<file path="config.mk">
export PLATFORM = sky130hd
export DESIGN_NAME = smp_wr_packer
export DESIGN_NICKNAME = d
export VERILOG_FILES = /design/src/rtl/smp_pkg.sv /design/src/rtl/smp_lane_stage.sv /design/src/rtl/smp_store.sv /design/src/rtl/smp_ptr_ctrl.sv /design/src/rtl/smp_wr_packer.sv
export SDC_FILE = /design/constraint.sdc
export NUM_CORES = 1
export LEC_CHECK = 0
export ABC_AREA = 1
export BUFFER_PORTS_ARGS = -buffer_cell sky130_fd_sc_hd__buf_4
export CAP_MARGIN = 20
export CORE_ASPECT_RATIO = 0.7
export CORE_MARGIN = 4
export CORE_UTILIZATION = 45
export CTS_BUF_LIST = sky130_fd_sc_hd__clkbuf_2
export CTS_CLUSTER_SIZE = 12
export DETAILED_ROUTE_END_ITERATION = 6
export GPL_TIMING_DRIVEN = 0
export PLACE_DENSITY = 0.61
export SYNTH_ARGS = -nofsm -noshare
export SYNTH_HDL_FRONTEND = slang
export SYNTH_SLANG_ARGS = --single-unit
</file>
<file path="constraint.sdc">
create_clock -name clk -period 5.15 [get_ports clk]
set_input_delay 0 -clock clk [delete_from_list [all_inputs] [get_ports clk]]
set_output_delay 0 -clock clk [all_outputs]
set_load 0.02 [all_outputs]
</file>
<file path="src/rtl/smp_pkg.sv">
package smp_pkg;
  localparam int LANES = 4;

  typedef enum logic [1:0] {
    MD_S16A = 2'b00,
    MD_S16B = 2'b01,
    MD_S32  = 2'b10,
    MD_S24  = 2'b11
  } smp_mode_e;

  // byte lanes that belong to the selected sample length
  function automatic logic [LANES-1:0] lane_mask(input logic [1:0] m);
    case (m)
      MD_S24:  lane_mask = 4'b0111;
      MD_S32:  lane_mask = 4'b1111;
      default: lane_mask = 4'b0011;
    endcase
  endfunction

  // lane whose write completes a sample
  function automatic logic [1:0] top_lane(input logic [1:0] m);
    case (m)
      MD_S24:  top_lane = 2'd2;
      MD_S32:  top_lane = 2'd3;
      default: top_lane = 2'd1;
    endcase
  endfunction
endpackage

</file>
<file path="src/rtl/smp_lane_stage.sv">
module smp_lane_stage
  import smp_pkg::*;
(
  input  logic             clk,
  input  logic             rst,
  input  logic             flush,
  input  logic [1:0]       mode,
  input  logic             wr_en,
  input  logic [LANES-1:0] wr_be,
  input  logic [8*LANES-1:0] wr_data,
  output logic             push,
  output logic [8*LANES-1:0] push_data
);
  logic [LANES-1:0]   eff_be;
  logic [8*LANES-1:0] stage_q;
  logic [8*LANES-1:0] merged;

  assign eff_be = wr_be & lane_mask(mode);

  for (genvar b = 0; b < LANES; b++) begin : g_lane
    assign merged[8*b +: 8] = eff_be[b] ? wr_data[8*b +: 8] : stage_q[8*b +: 8];
  end

  assign push = wr_en && !flush && eff_be[top_lane(mode)];
  assign push_data = merged;

  always_ff @(posedge clk) begin
    if (rst || flush) begin
      stage_q <= '0;
    end else if (wr_en && (|eff_be)) begin
      stage_q <= push ? '0 : merged;
    end
  end
endmodule

</file>
<file path="src/rtl/smp_store.sv">
module smp_store #(
  parameter int WORDS = 4,
  parameter int WA_W  = 2,
  parameter int LANES = 4
) (
  input  logic               clk,
  input  logic [LANES-1:0]   we,
  input  logic [WA_W-1:0]    waddr,
  input  logic [8*LANES-1:0] wdata,
  input  logic               re,
  input  logic [WA_W-1:0]    raddr,
  output logic [8*LANES-1:0] rword
);
  logic [8*LANES-1:0] mem [WORDS];

  for (genvar b = 0; b < LANES; b++) begin : g_bwe
    always_ff @(posedge clk) begin
      if (we[b]) mem[waddr][8*b +: 8] <= wdata[8*b +: 8];
    end
  end

  always_ff @(posedge clk) begin
    if (re) rword <= mem[raddr];
  end
endmodule

</file>
<file path="src/rtl/smp_ptr_ctrl.sv">
module smp_ptr_ctrl #(
  parameter int SLOTS = 16,
  parameter int PTR_W = 3,
  parameter int LVL_W = 4
) (
  input  logic             clk,
  input  logic             rst,
  input  logic             flush,
  input  logic [1:0]       mode,
  input  logic             push,
  input  logic             rd_en,
  output logic             push_ok,
  output logic             pop_ok,
  output logic [PTR_W-1:0] wr_ptr,
  output logic [PTR_W-1:0] rd_ptr,
  output logic [LVL_W-1:0] level,
  output logic             full,
  output logic             empty,
  output logic             overflow,
  output logic             underflow
);
  localparam int D16 = SLOTS / 2;
  localparam int D32 = SLOTS / 4;

  logic [LVL_W-1:0] depth;
  logic [LVL_W-1:0] level_n;

  assign depth   = mode[1] ? LVL_W'(D32) : LVL_W'(D16);
  assign push_ok = push && !full && !flush;
  assign pop_ok  = rd_en && !empty && !flush;
  assign level_n = level + LVL_W'(push_ok) - LVL_W'(pop_ok);

  function automatic logic [PTR_W-1:0] bump(input logic [PTR_W-1:0] p,
                                            input logic [LVL_W-1:0] d);
    bump = (LVL_W'(p) == d - 1'b1) ? '0 : p + 1'b1;
  endfunction

  always_ff @(posedge clk) begin
    if (rst || flush) begin
      wr_ptr <= '0;
      rd_ptr <= '0;
      level  <= '0;
      full   <= 1'b0;
      empty  <= 1'b1;
    end else begin
      if (push_ok) wr_ptr <= bump(wr_ptr, depth);
      if (pop_ok)  rd_ptr <= bump(rd_ptr, depth);
      level <= level_n;
      full  <= (level_n == depth);
      empty <= (level_n == '0);
    end
  end

  always_ff @(posedge clk) begin
    if (rst) begin
      overflow  <= 1'b0;
      underflow <= 1'b0;
    end else if (!flush) begin
      if (push && full)   overflow  <= 1'b1;
      if (rd_en && empty) underflow <= 1'b1;
    end
  end
endmodule

</file>
<file path="src/rtl/smp_wr_packer.sv">
module smp_wr_packer
  import smp_pkg::*;
#(
  parameter int SLOTS = 16,
  localparam int D16   = SLOTS / 2,
  localparam int WORDS = SLOTS / 4,
  localparam int PTR_W = $clog2(D16),
  localparam int WA_W  = $clog2(WORDS),
  localparam int LVL_W = $clog2(D16 + 1)
) (
  input  logic             clk,
  input  logic             rst,
  input  logic [1:0]       mode,
  input  logic             wr_en,
  input  logic [3:0]       wr_be,
  input  logic [31:0]      wr_data,
  input  logic             rd_en,
  output logic             rd_valid,
  output logic [31:0]      rd_data,
  output logic [LVL_W-1:0] level,
  output logic             full,
  output logic             empty,
  output logic             overflow,
  output logic             underflow
);
  logic [1:0]       mode_q;
  logic             flush;
  logic             push, push_ok, pop_ok;
  logic [31:0]      push_data;
  logic [PTR_W-1:0] wr_ptr, rd_ptr;
  logic [3:0]       mem_we;
  logic [31:0]      mem_wdata, rword;
  logic [WA_W-1:0]  waddr, raddr;
  logic             rd_ok_q, rd_half_q, rd_m16_q;
  logic             m16;

  always_ff @(posedge clk) mode_q <= mode;

  assign flush = !rst && (mode != mode_q);
  assign m16   = !mode_q[1];

  smp_lane_stage u_stage (
    .clk(clk), .rst(rst), .flush(flush), .mode(mode_q),
    .wr_en(wr_en), .wr_be(wr_be), .wr_data(wr_data),
    .push(push), .push_data(push_data)
  );

  smp_ptr_ctrl #(.SLOTS(SLOTS), .PTR_W(PTR_W), .LVL_W(LVL_W)) u_ctrl (
    .clk(clk), .rst(rst), .flush(flush), .mode(mode),
    .push(push), .rd_en(rd_en), .push_ok(push_ok), .pop_ok(pop_ok),
    .wr_ptr(wr_ptr), .rd_ptr(rd_ptr), .level(level), .full(full),
    .empty(empty), .overflow(overflow), .underflow(underflow)
  );

  // 16-bit samples share a word two to a slot; wider samples take a whole word
  always_comb begin
    if (m16) begin
      waddr     = wr_ptr[PTR_W-1:1];
      raddr     = rd_ptr[PTR_W-1:1];
      mem_we    = !push_ok ? 4'b0000 : (wr_ptr[0] ? 4'b1100 : 4'b0011);
      mem_wdata = {push_data[15:0], push_data[15:0]};
    end else begin
      waddr     = wr_ptr[WA_W-1:0];
      raddr     = rd_ptr[WA_W-1:0];
      mem_we    = {4{push_ok}};
      mem_wdata = push_data;
    end
  end

  smp_store #(.WORDS(WORDS), .WA_W(WA_W), .LANES(LANES)) u_store (
    .clk(clk), .we(mem_we), .waddr(waddr), .wdata(mem_wdata),
    .re(pop_ok), .raddr(raddr), .rword(rword)
  );

  always_ff @(posedge clk) begin
    if (rst) begin
      rd_ok_q   <= 1'b0;
      rd_half_q <= 1'b0;
      rd_m16_q  <= 1'b1;
    end else begin
      rd_ok_q   <= pop_ok;
      rd_half_q <= rd_ptr[0];
      rd_m16_q  <= m16;
    end
  end

  assign rd_valid = rd_ok_q;
  always_comb begin
    if (!rd_ok_q)     rd_data = '0;
    else if (rd_m16_q) rd_data = {16'h0, rd_half_q ? rword[31:16] : rword[15:0]};
    else               rd_data = rword;
  end
endmodule

</file>
# Word level (Yosys, flattened, before mapping)
# Memory sizes are Yosys's and may differ from the RTL's. A register that Yosys moved wholly into a read port is not among the register bits.
# Index checks and enable logic that the tools add are counted.
[word_totals] ff_bits=51 ram_bits=128 elab_cells=76 memories=1
[mem_list] memory="u_store.mem" words=4 width=32 rd=1 rd_clocked_by_memory_dff=1 wr=1 line_no="smp_store.sv:14" text="logic [8*LANES-1:0] mem [WORDS];"
[classes] addsub=5 n_lt_le_gt_ge=1 eq_ne=6 muxes=29 n_bitwise=2 n_reduce_logical=20
[ops] cell="32-bit two-way mux" n=4
[ops] cell="8-bit two-way mux" n=4
[ops] cell="16-bit two-way mux" n=1
[ops] cell="4-bit two-way mux" n=4
[ops] cell="1-bit logical AND" n=10
[ops] cell="1-bit two-way mux" n=9
[ops] cell="3-bit by 4-bit == test with 1-bit output" n=2
[ops] cell="4-bit one-hot mux with 2 select lines" n=1
[ops] cell="3-bit by 1-bit adder with 3-bit output, second input constant" n=2
[ops] cell="3-bit two-way mux" n=2
[ops] cell="1-bit logical NOT" n=5
[ops] cell="4-bit by 1-bit adder with 4-bit output" n=1
[ops] cell="4-bit AND" n=1
[ops] cell="2-bit == test, second input constant" n=2
[ops] cell="4-bit == test" n=1
[ops] cell="4-bit logical NOT" n=1
[ops] cell="2-bit two-way mux" n=2
[ops] cell="2-bit one-hot mux with 2 select lines" n=1
[ops] cell="2-bit AND reduction" n=2
[ops] cell="4-bit OR reduction" n=1
[ops] cell="4-bit by 1-bit subtractor with 4-bit output" n=1
[ops] cell="4-bit by 1-bit subtractor with 4-bit output, second input constant" n=1
[ops] cell="2-bit by 3-bit < comparator with 1-bit output, second input constant" n=1
[ops] cell="1-bit binary-select mux with 2-bit select" n=1
[ops] cell="3 further kinds" n=3

# Depth between registers and ports, before layout
# Gate-level depths: netlist (run 1).
[depth] word_depth=12 mapped_depth=17 depth_no_buf=16

# Cells and area by module
# A second synthesis (run 1) with hierarchy kept.
[unflattened] hier_cells=1140 area_unflattened_um2=9959.6
[modules_own_cells] module="smp_store" n_inst=1 cells_per_inst=560 area_each_um2=6465.0 seq_area_each_um2=4804.6
[modules_own_cells] module="smp_lane_stage" n_inst=1 cells_per_inst=297 area_each_um2=1890.6 seq_area_each_um2=640.6
[modules_own_cells] module="smp_wr_packer" n_inst=1 cells_per_inst=175 area_each_um2=849.6 seq_area_each_um2=100.1
[modules_own_cells] module="smp_ptr_ctrl" n_inst=1 cells_per_inst=108 area_each_um2=754.5 seq_area_each_um2=280.3

# Least setup slack after synthesis (run 1)
# No wires, ideal clock.
[synth_path] path_type="reg-to-reg" from="reg mode_q[1]" to="reg u_ctrl.full" arrival_ns=2.675 required_ns=5.035 slack_ns=2.360 stages_incl_launch_ff=18 path_buffers=1 period_less_slack_ns=2.790 path_cell_list="dfxtp_1 > buf_6 > inv_4 > nand2_1 > nand2_1 > nand2_2 > nand2_4 > nand2_1 > inv_2 > ha_1 > inv_1 > ha_1 > inv_1 > fa_1 > xor2_1 > o21ai_0 > nand2_1 > nor2_1"
[synth_lines] item="start: declaration" line_no="smp_wr_packer.sv:26" text="logic [1:0] mode_q;"
[synth_lines] item="start signal: assignment" line_no="smp_wr_packer.sv:37" text="always_ff @(posedge clk) mode_q <= mode;"
[synth_lines] item="2-bit inequality test" line_no="smp_wr_packer.sv:39" text="assign flush = !rst && (mode != mode_q);"
[synth_lines] item="1-bit logical AND" line_no="smp_wr_packer.sv:39"
[synth_lines] item="1-bit logical NOT" line_no="smp_ptr_ctrl.sv:30" text="assign pop_ok = rd_en && !empty && !flush;"
[synth_lines] item="1-bit logical AND" line_no="smp_ptr_ctrl.sv:30"
[synth_lines] item="via pop_ok" line_no="smp_wr_packer.sv:28" text="logic push, push_ok, pop_ok;"
[synth_lines] item="4-bit by 1-bit subtractor with 4-bit output" line_no="smp_ptr_ctrl.sv:31" text="assign level_n = level + LVL_W'(push_ok) - LVL_W'(pop_ok);"
[synth_lines] item="4-bit == test" line_no="smp_ptr_ctrl.sv:49" text="full <= (level_n == depth);"
[synth_lines] item="end signal: assignment" line_no="smp_ptr_ctrl.sv:49"
[synth_lines] item="end: declaration" line_no="smp_ptr_ctrl.sv:17" text="output logic full,"
# The timed path passes the listed nets, and every way through them passes these cells. The select of a mux whose other input is x is not followed.
# A chain may end at the register's enable or synchronous reset.

# Worst setup path in the final report (run 1)
[layout_path] from="reg mode_q[1]" to="reg u_ctrl.empty"
[layout_lines] item="2-bit inequality test" line_no="smp_wr_packer.sv:39"
[layout_lines] item="1-bit logical AND" line_no="smp_wr_packer.sv:39"
[layout_lines] item="1-bit logical NOT" line_no="smp_ptr_ctrl.sv:30"
[layout_lines] item="1-bit logical AND" line_no="smp_ptr_ctrl.sv:30"
[layout_lines] item="via pop_ok" line_no="smp_wr_packer.sv:28"
[layout_lines] item="4-bit by 1-bit subtractor with 4-bit output" line_no="smp_ptr_ctrl.sv:31"
[layout_lines] item="4-bit logical NOT" line_no="smp_ptr_ctrl.sv:50" text="empty <= (level_n == '0);"
[layout_lines] item="end signal: assignment" line_no="smp_ptr_ctrl.sv:50"
[layout_lines] item="end: declaration" line_no="smp_ptr_ctrl.sv:18" text="output logic empty,"
# The timed path passes the listed nets, and every way through them passes these cells. The select of a mux whose other input is x is not followed.

==> flow_summary.ini, run 1 <==
[status]
outcome = finished, final reports clean

[yosys]
synth_seq_cells = 211
fraction_of_the_mapped_netlist_area_in_compound_gates_pct = 13.0
synthesis.nets = 880
syn-cell-area_um2 = 8980
edff_count_synth = 160
synth-adder-area-share_pct = 1.06
synth_ff_type = sky130_fd_sc_hd__edfxtp_1
syn-instance-count = 831
synth_commonest_cells = sky130_fd_sc_hd__nand2_1, sky130_fd_sc_hd__edfxtp_1, sky130_fd_sc_hd__a21oi_1, sky130_fd_sc_hd__o21ai_0, sky130_fd_sc_hd__inv_1
post_synth_mux_area_share_pct = 2.01
yosys.area_share.xor_xnor_pct = 0.488
synth_top_family_by_area = compound AO/OA/AOI/OAI gates
async_reset_ff_share_pct = 0
synth-seq-area-share_pct = 64.9
synth_top_area_share_pct = 53.5
synthTopCellsByArea = sky130_fd_sc_hd__edfxtp_1, sky130_fd_sc_hd__dfxtp_1, sky130_fd_sc_hd__nand2_1, sky130_fd_sc_hd__a21oi_1, sky130_fd_sc_hd__o21ai_0
ys_types = 33
basic_gate_share_of_the_synthesized_area_counting_and_or_nand_and_nor_cells_pct = 12.3
synth-warning-count = 0
synth_area_per_cell_um2 = 10.8
synthMostInstantiatedCell = sky130_fd_sc_hd__nand2_1
netlist.top_cell.by_area = sky130_fd_sc_hd__edfxtp_1

[setup_path]
setup.reg_to_reg.worst_slack_ns = 1.80
setup.worst_path.class = reg -> reg
timing.critical_path.from_type = flip-flop
crit_path_end_kind = flip-flop
worstPathArrival_ns = 4.03
crit_path_max_fanout = 36
worst_ep_required_time_ns = 5.83

[sta]
report.final.hold_viol_count = 0
timing.setup.tns_ns = 0
slew_headroom_pct = 37.8
setup_viol = 0
fin_worst_skew_ns = 0.0319
count_of_final_max_slew_check_failures = 0
tightest_slew_ns = 0.932
fin_crit_sh_pct = 65.0
layout_min_cycle_time_ns = 3.35
hold_ws_ns = 0.148
fmax_mhz = 299
grt_setup_unrepaired = no

[clocking]
cts-root-to-sink-buffers = 3
cts.repair_timing.setup_buffer_count = 0
cts.clk_slew.worst_paths_ns = 0.11
depth_of_the_cts_h_tree = 2
cts_root_buf = sky130_fd_sc_hd__clkbuf_2
tritoncts = done
worst_skew_pair.late_latency_ns = 0.78
tritoncts.num_buffers = 50
sinks_on_the_clock_net = 211

[die]
die_area_um2 = 22300
placementRows = 42
number_of_i_o_pins = 83
die_height_um = 126
initial_utilization_pct = 46.7
die_width_um = 177
core_area_um2 = 19200

[placement]
post_dp_cell_area_um2 = 10000
io_buffers = 80
detailed_placer_s_ending_hpwl_um = 15400
place.gp.congestion = 0.815
placed_cells_incl_taps = 1181

[grt]
number_of_antenna_violations_at_the_first_check_in_global_routing = 0
global_route.overflow_total = 0
grt_pass1_vias = 6439
global_route_wire_length_before_repair_um = 35700
grt.total_usage_pct = 20.5
largest_net_degree_at_the_start_of_global_routing = 37

[route]
detailed_route_via_count = 6773
routed_wirelength_um = 22900
detail-route-antenna-nets = 0
first_iter_violations = 496
drc_errors = 0
avgRoutedWirePerCell_um = 17.2
detail_route.vias_per_cell = 5.08
drt-pass1-iter-count = 5

[finish]
layout-area-overhead-vs-synth_pct = 23.6
design.final.nets = 1080
cell_count_final_fillers_out = 1333
final_cell_area_um2 = 11100
final_layout_size_suffix_gt1_share_pct = 22.6
antenna_diode_instance_count = 0

[power]
p_leak_uw = 0.00452
ir_worst_vdd_mv = 0.146
power_per_cell_area_nw_per_um2 = 293

[job]
max_cap_violations = 0

[hold_path]
min-delay-path-class = in -> reg
## stage by stage
step | power [uW] | utilization (%) | worst slack [ns]
after floorplan | 2060 | - | 2.36
after global placement | 2160 | 51.5 | 1.84
after detailed placement | 2160 | 52.1 | 1.83
after CTS | 3280 | 57.7 | 1.77
after global routing | 3420 | 57.7 | 1.56
final | 3260 | 57.7 | 1.80
## layout by cell type (no fill, tap or decap), types with 8 or more instances in the layout
| cell type | instances |
|---|---|
| sky130_fd_sc_hd__buf_6 | 8 |
| sky130_fd_sc_hd__nor2_1 | 29 |
| sky130_fd_sc_hd__mux2_2 | 16 |
| sky130_fd_sc_hd__dlygate4sd3_1 | 62 |
| sky130_fd_sc_hd__inv_1 | 68 |
| sky130_fd_sc_hd__clkinv_1 | 10 |
| sky130_fd_sc_hd__buf_4 | 89 |
| sky130_fd_sc_hd__edfxtp_1 | 160 |
| sky130_fd_sc_hd__clkbuf_1 | 13 |
| sky130_fd_sc_hd__nand2_1 | 216 |
| sky130_fd_sc_hd__o21ai_0 | 74 |
| sky130_fd_sc_hd__dfxtp_1 | 51 |
| sky130_fd_sc_hd__nor2_2 | 9 |
| sky130_fd_sc_hd__a21oi_1 | 87 |
| sky130_fd_sc_hd__clkbuf_2 | 75 |
| sky130_fd_sc_hd__a32oi_1 | 32 |
| sky130_fd_sc_hd__buf_2 | 16 |
## cell type report
type / instances / area (um2)
Clock inverter: 15 / 85.1
Fill cell: 1721 / 8130
Clock buffer: 75 / 375
Tap cell: 264 / 330
Timing Repair Buffer: 148 / 1310
Inverter: 73 / 279
Buffer: 46 / 287
Sequential cell: 211 / 5830
Multi-Input combinational cell: 501 / 2610
## repair_timing
| action | in CTS | in global routing |
|---|---|---|
| resized for setup | 0 | 0 |
| hold buffers | 62 | 0 |
| endpoints found under the hold margin | 169 | 0 |
## worst paths after layout
check,startpoint,end,cells past startpoint
worst min register to register,u_ctrl.underflow,u_ctrl.underflow,2
worst max-delay path,mode_q[1],u_ctrl.empty,16
worst min-delay path,rst,rd_m16_q,4
worst max register to register,mode_q[1],u_ctrl.empty,16
## worst max-delay path: stages (launching register included)
cell and delay [ns]:
sky130_fd_sc_hd__dfxtp_1 0.32, sky130_fd_sc_hd__buf_6 0.13, sky130_fd_sc_hd__inv_4 0.09, sky130_fd_sc_hd__nand2_1 0.06, sky130_fd_sc_hd__nand2_1 0.07, sky130_fd_sc_hd__nand2_2 0.08
sky130_fd_sc_hd__nand2_4 0.13, sky130_fd_sc_hd__nand2_1 0.15, sky130_fd_sc_hd__inv_2 0.59, sky130_fd_sc_hd__ha_1 0.37, sky130_fd_sc_hd__inv_1 0.06, sky130_fd_sc_hd__ha_1 0.16
sky130_fd_sc_hd__inv_1 0.05, sky130_fd_sc_hd__fa_1 0.37, sky130_fd_sc_hd__xor2_1 0.28, sky130_fd_sc_hd__nand2_1 0.10, sky130_fd_sc_hd__o21ai_0 0.22
## registers in the layout (all words and copies together) (netlist names)
name and cells:
u_store.mem 128, u_stage.stage_q 32, u_store.rword 32, u_ctrl.level 4, u_ctrl.rd_ptr 3, u_ctrl.wr_ptr 3, mode_q 2, rd_half_q 1
rd_m16_q 1, rd_valid 1, u_ctrl.empty 1, u_ctrl.full 1, u_ctrl.overflow 1, u_ctrl.underflow 1
## power by group
part	switching [uW]	leakage [uW]	internal [uW]	total, uW
Clock	654	0.000358	438	1090
Combinational	185	0.00229	119	304
Sequential	7.09	0.00187	1850	1860
Total	846	0.00452	2410	3260
## kinds of logic after synthesis
kind of cell,after synthesis
simple gates,271
flops,211
compound gates,202
buf+inv,119
mux,16
fa+ha+maj,7
xor+xnor,5
## per-layer routing
layer	track usage, %	up-vias	part of all wire (%)
met5	0	-	0
met1	32.7	3188	51
li1	-	3316	-
met2	28.0	241	41
met3	4.43	28	7.3
met4	5.32	0	1.4
No activity file was read; power rests on OpenSTA's default activity.
==> run 2: changes to the inputs <==
==> constraint.sdc (replaced) <==
create_clock -name clk -period 3.3 [get_ports clk]
set_input_delay 0 -clock clk [delete_from_list [all_inputs] [get_ports clk]]
set_output_delay 0 -clock clk [all_outputs]
set_load 0.02 [all_outputs]
==> flow_summary.ini, run 2 (same netlist as run 1, synthesis figures left out) <==
[grt]
global_route_wire_length_before_repair_um = 35700
global_route.overflow_total = 0
largest_net_degree_at_the_start_of_global_routing = 37
grt.total_usage_pct = 20.5
grt_pass1_vias = 6439
number_of_antenna_violations_at_the_first_check_in_global_routing = 0

[clocking]
sinks_on_the_clock_net = 211
cts.repair_timing.setup_buffer_count = 0
tritoncts.num_buffers = 50
cts_root_buf = sky130_fd_sc_hd__clkbuf_2
cts-root-to-sink-buffers = 3
worst_skew_pair.late_latency_ns = 0.78
tritoncts = done
depth_of_the_cts_h_tree = 2
cts.clk_slew.worst_paths_ns = 0.11

[setup_path]
crit_path_max_fanout = 10
regToRegStartpoint = mode_q[1]
worst_path_most_repeated_cell = sky130_fd_sc_hd__buf_6
r2r.worst_path.cells = 15
timing.critical_path.max_delay_family = buffers and inverters
worst_ep_required_time_ns = 3.98
worstPathArrival_ns = 3.73
setup.reg_to_reg.worst_slack_ns = 0.25
path_depth = 15
path_buf_inv = 5
r2r_end = u_ctrl.empty
cp_cell_sequence = buf_6 -> buf_6 -> nand3_2 -> nand3_1 -> nand2_2 -> dlygate4sd3_1 -> inv_4 -> nand2_8 -> nor2_8 -> ha_1 -> inv_1 -> fa_1 -> xor2_1 -> nand2_1 -> o21ai_0
crit_path_end_kind = flip-flop
cp-startpoint = mode_q[1]
timing.critical_path.from_type = flip-flop
max_stage_delay_ns = 0.58
setup.worst_path.class = reg -> reg
setup.worst_path.end = u_ctrl.empty
timing.critical_path.slowest_stage_cell = sky130_fd_sc_hd__dlygate4sd3_1

[placement]
place.gp.congestion = 0.815
dp_slack_ns = -0.0192
detailed_placer_s_ending_hpwl_um = 15400
io_buffers = 80

[route]
detailed_route_via_count = 6756
detail-route-antenna-nets = 0
drt-pass1-iter-count = 5
drc_errors = 0
detail_route.vias_per_cell = 5.07
avgRoutedWirePerCell_um = 17.2
first_iter_violations = 496
routed_wirelength_um = 22900

[power]
ir_worst_vdd_mv = 0.227
power_per_cell_area_nw_per_um2 = 458
p_leak_uw = 0.00452

[sta]
worst_slack_ns = 0.249
report.final.hold_viol_count = 0
count_of_final_max_slew_check_failures = 0
grt_setup_unrepaired = no
slew_headroom_pct = 37.8
fmax_mhz = 328
timing.setup.tns_ns = 0
layout_min_cycle_time_ns = 3.05
fin_crit_sh_pct = 92.4
fin_worst_skew_ns = 0.0313
setup_viol = 0
tightest_slew_ns = 0.932

[job]
max_cap_violations = 0

[finish]
largest-register = u_store.mem
final_layout_size_suffix_gt1_share_pct = 22.6
postLayoutCoreUtil_pct = 57.7
design.final.nets = 1080
layout-area-overhead-vs-synth_pct = 23.7
antenna_diode_instance_count = 0
mostFrequentLayoutCells = sky130_fd_sc_hd__nand2_1, sky130_fd_sc_hd__edfxtp_1, sky130_fd_sc_hd__buf_4
largest_register_ffs = 128
final_common_cell = sky130_fd_sc_hd__nand2_1
largest_registers = u_store.mem: 128 flops, u_stage.stage_q: 32 flops, u_store.rword: 32 flops

[die]
placementRows = 42
die_height_um = 126
die_width_um = 177
core_area_um2 = 19200
initial_utilization_pct = 46.7
die_area_um2 = 22300
number_of_i_o_pins = 83

[hold_path]
min-delay-path-class = in -> reg

[status]
outcome = finished, final reports clean
run 2: cell counts in the layout (fill, tap and decap cells not counted):
No cell type changed its count.
run 2: worst min-delay path: cells and delay by family:
family        cells  cell delay [ns]
buf+inv           3             0.79
simple gates      1             0.10
run 2: worst min-delay path by stage:
stage / start / slack, ns / cells past startpoint / endpoint
final: rst / 0.15 / 4 / rd_m16_q
after global routing: rst / 0.11 / 4 / rd_m16_q
after CTS: rst / 0.07 / 4 / rd_m16_q
after detailed placement: mode[0] / 0.12 / 1 / mode_q[0]
after global placement: mode[0] / 0.12 / 1 / mode_q[0]
after floorplan: mode[0] / 0.03 / 0 / mode_q[0]
run 2: report_power, final:
part	total [uW]	switching, uW	internal [uW]	leakage, uW
Sequential	2910	11.1	2890	0.00187
Combinational	475	289	186	0.00229
Clock	1700	1020	683	0.000358
Total	5080	1320	3760	0.00452
run 2: layout make-up:
type                            instances  area (um2)
Timing Repair Buffer                  148        1310
Clock inverter                         15        85.1
Fill cell                            1721        8130
Sequential cell                       211        5830
Tap cell                              264         330
Multi-Input combinational cell        501        2610
Clock buffer                           75         375
Inverter                               73         284
Buffer                                 46         287
run 2: repair_timing:
action	in CTS	in global routing
gates resized for setup	1	1
endpoints found under the hold margin	201	0
setup endpoints to repair	2	1
hold buffers	62	0
run 2: per-layer routing:
layer	global-route usage (%)	share of wire, %	vias up
met5	0	0	-
met2	28.0	41	240
met4	5.32	1.3	0
met1	32.7	51	3175
met3	4.43	7.5	27
li1	-	-	3314
run 2: through the flow:
stage / total power (uW) / hold slack (ns) / cells / cell area [um2]
after detailed placement: 3370 / 0.125 / 1181 / 10000
after global routing: 5330 / 0.111 / 1333 / 11100
after floorplan: 3210 / 0.0277 / 831 / 8980
after CTS: 5120 / 0.0681 / 1333 / 11100
final: 5080 / 0.148 / 1333 / 11100
after global placement: 3360 / 0.122 / 1175 / 9910
==> run 3: changes to the inputs <==
--- a/config.mk
+++ b/config.mk
@@ -15,7 +15,7 @@
 export CTS_CLUSTER_SIZE = 12
 export DETAILED_ROUTE_END_ITERATION = 6
 export GPL_TIMING_DRIVEN = 0
-export PLACE_DENSITY = 0.61
+export PLACE_DENSITY = 0.6
 export SYNTH_ARGS = -nofsm -noshare
 export SYNTH_HDL_FRONTEND = slang
 export SYNTH_SLANG_ARGS = --single-unit
==> flow_summary.ini, run 3 (same netlist as run 1, synthesis figures left out) <==
[status]
outcome = finished, final reports clean

[setup_path]
worstPathArrival_ns = 3.39
timing.critical_path.from_type = flip-flop
worst_ep_required_time_ns = 3.69
setup.reg_to_reg.worst_slack_ns = 0.30
crit_path_max_fanout = 16
crit_path_end_kind = flip-flop
setup.worst_path.class = reg -> reg

[clocking]
worst_skew_pair.late_latency_ns = 0.78
cts_root_buf = sky130_fd_sc_hd__clkbuf_2
cts.clk_slew.worst_paths_ns = 0.10
cts-root-to-sink-buffers = 3
depth_of_the_cts_h_tree = 2
tritoncts = done
tritoncts.num_buffers = 49
sinks_on_the_clock_net = 211

[finish]
layout.filler_cells = 1713
mostFrequentLayoutCells = sky130_fd_sc_hd__nand2_1, sky130_fd_sc_hd__edfxtp_1, sky130_fd_sc_hd__buf_4
largest_registers = u_store.mem: 128 flops, u_stage.stage_q: 32 flops, u_store.rword: 32 flops
antenna_diode_instance_count = 0
largest_register_ffs = 128
layout-area-overhead-vs-synth_pct = 23.7
largest-register = u_store.mem
final_layout_size_suffix_gt1_share_pct = 22.2
design.final.nets = 1079
final_common_cell = sky130_fd_sc_hd__nand2_1

[placement]
io_buffers = 80
detailed_placer_s_ending_hpwl_um = 15900
place.gp.congestion = 0.832

[grt]
largest_net_degree_at_the_start_of_global_routing = 37
global_route_wire_length_before_repair_um = 36800
grt.total_usage_pct = 21.1
grt_pass1_vias = 6678
number_of_antenna_violations_at_the_first_check_in_global_routing = 0
global_route.overflow_total = 0

[sta]
fin_crit_sh_pct = 91.0
fmax_mhz = 333
fin_worst_skew_ns = 0.0300
count_of_final_max_slew_check_failures = 0
report.final.hold_viol_count = 0
grt_setup_unrepaired = no
layout_min_cycle_time_ns = 3.00
slew_headroom_pct = 33.8
timing.setup.tns_ns = 0
tightest_slew_ns = 0.993
setup_viol = 0

[job]
max_cap_violations = 0

[power]
power_per_cell_area_nw_per_um2 = 457
ir_worst_vdd_mv = 0.217
p_leak_uw = 0.00452
power.total_uw = 5080

[die]
die_area_um2 = 22300
number_of_i_o_pins = 83
die_height_um = 126
placementRows = 42
die_width_um = 177
core_area_um2 = 19200
initial_utilization_pct = 46.7

[hold_path]
min-delay-path-class = in -> reg

[route]
detailed_route_via_count = 6753
drc_errors = 0
first_iter_violations = 544
avgRoutedWirePerCell_um = 17.7
detail_route.vias_per_cell = 5.06
drt-pass1-iter-count = 5
routed_wirelength_um = 23600
detail-route-antenna-nets = 0
==> run 3: cell types whose count changed in the layout (fill, tap and decap cells not counted) <==
cell                            before  now
sky130_fd_sc_hd__inv_2               4    2
sky130_fd_sc_hd__dlygate4sd3_1      62   63
sky130_fd_sc_hd__buf_8               6    5
sky130_fd_sc_hd__clkbuf_2           75   74
sky130_fd_sc_hd__clkinvlp_4          0    1
sky130_fd_sc_hd__clkinv_1           10   14
sky130_fd_sc_hd__clkinv_2            2    1
==> run 3: worst paths after layout <==
check                                     start                 to  cells past startpoint
worst max-delay path                  mode_q[1]  u_store.mem[1][5]                     11
worst min register to register  u_ctrl.overflow    u_ctrl.overflow                      2
worst max register to register        mode_q[1]  u_store.mem[1][5]                     11
worst min-delay path                        rst           rd_m16_q                      4
==> run 3: what timing repair did <==
item,in CTS,in global routing
hold buffers,63,0
buffers inserted,0,0
hold endpoints to repair,191,0
setup endpoints to repair,2,1
resized for setup,1,1
==> run 3: power by group <==
group	internal, uW	leakage [uW]	switching, uW	total, uW
combinational	184	0.00230	292	476
sequential	2890	0.00187	10.5	2910
clock	677	0.000348	1020	1700
total	3760	0.00452	1330	5080
==> run 3: per-layer routing <==
layer / GRT usage [%] / wire length (um)
met5: 0 / 0
met2: 30.2 / 9870
met1: 32.2 / 11300
met3: 5.33 / 2090
met4: 5.55 / 284
==> run 3: worst max-delay path, stage by stage, from the launching register on <==
cell and delay (ns):
sky130_fd_sc_hd__dfxtp_1 0.33, sky130_fd_sc_hd__buf_6 0.13, sky130_fd_sc_hd__buf_6 0.15, sky130_fd_sc_hd__nand3_2 0.08
sky130_fd_sc_hd__nand3_1 0.09, sky130_fd_sc_hd__nand2_2 0.04, sky130_fd_sc_hd__dlygate4sd3_1 0.58, sky130_fd_sc_hd__inv_4 0.11
sky130_fd_sc_hd__nand2_8 0.09, sky130_fd_sc_hd__nor2_8 0.13, sky130_fd_sc_hd__o21ai_2 0.11, sky130_fd_sc_hd__nor2_2 0.77
==> run 3: area by class of cell <==
cell class,instances,area (um2),area share [%]
sequential,211,5830,52.5
buffer,46,287,2.58
timing repair buffer,148,1310,11.8
tap,264,330,2.97
inverter,73,284,2.56
multi-input combinational,501,2610,23.5
clock inverter,17,95.1,0.856
clock buffer,74,370,3.33
==> run 3: metrics by stage <==
step                cells  utilization, %  setup WS (ns)  hold slack [ns]  instance area, um2
global route         1334            57.7         0.0205            0.129               11100
CTS                  1334            57.7          0.193           0.0648               11100
detailed placement   1180            52.0        -0.0398            0.127               10000
floorplan             831               -          0.510           0.0277                8980
global placement     1175            51.5         0.0150            0.125                9910
finish               1334            57.7          0.296            0.130               11100
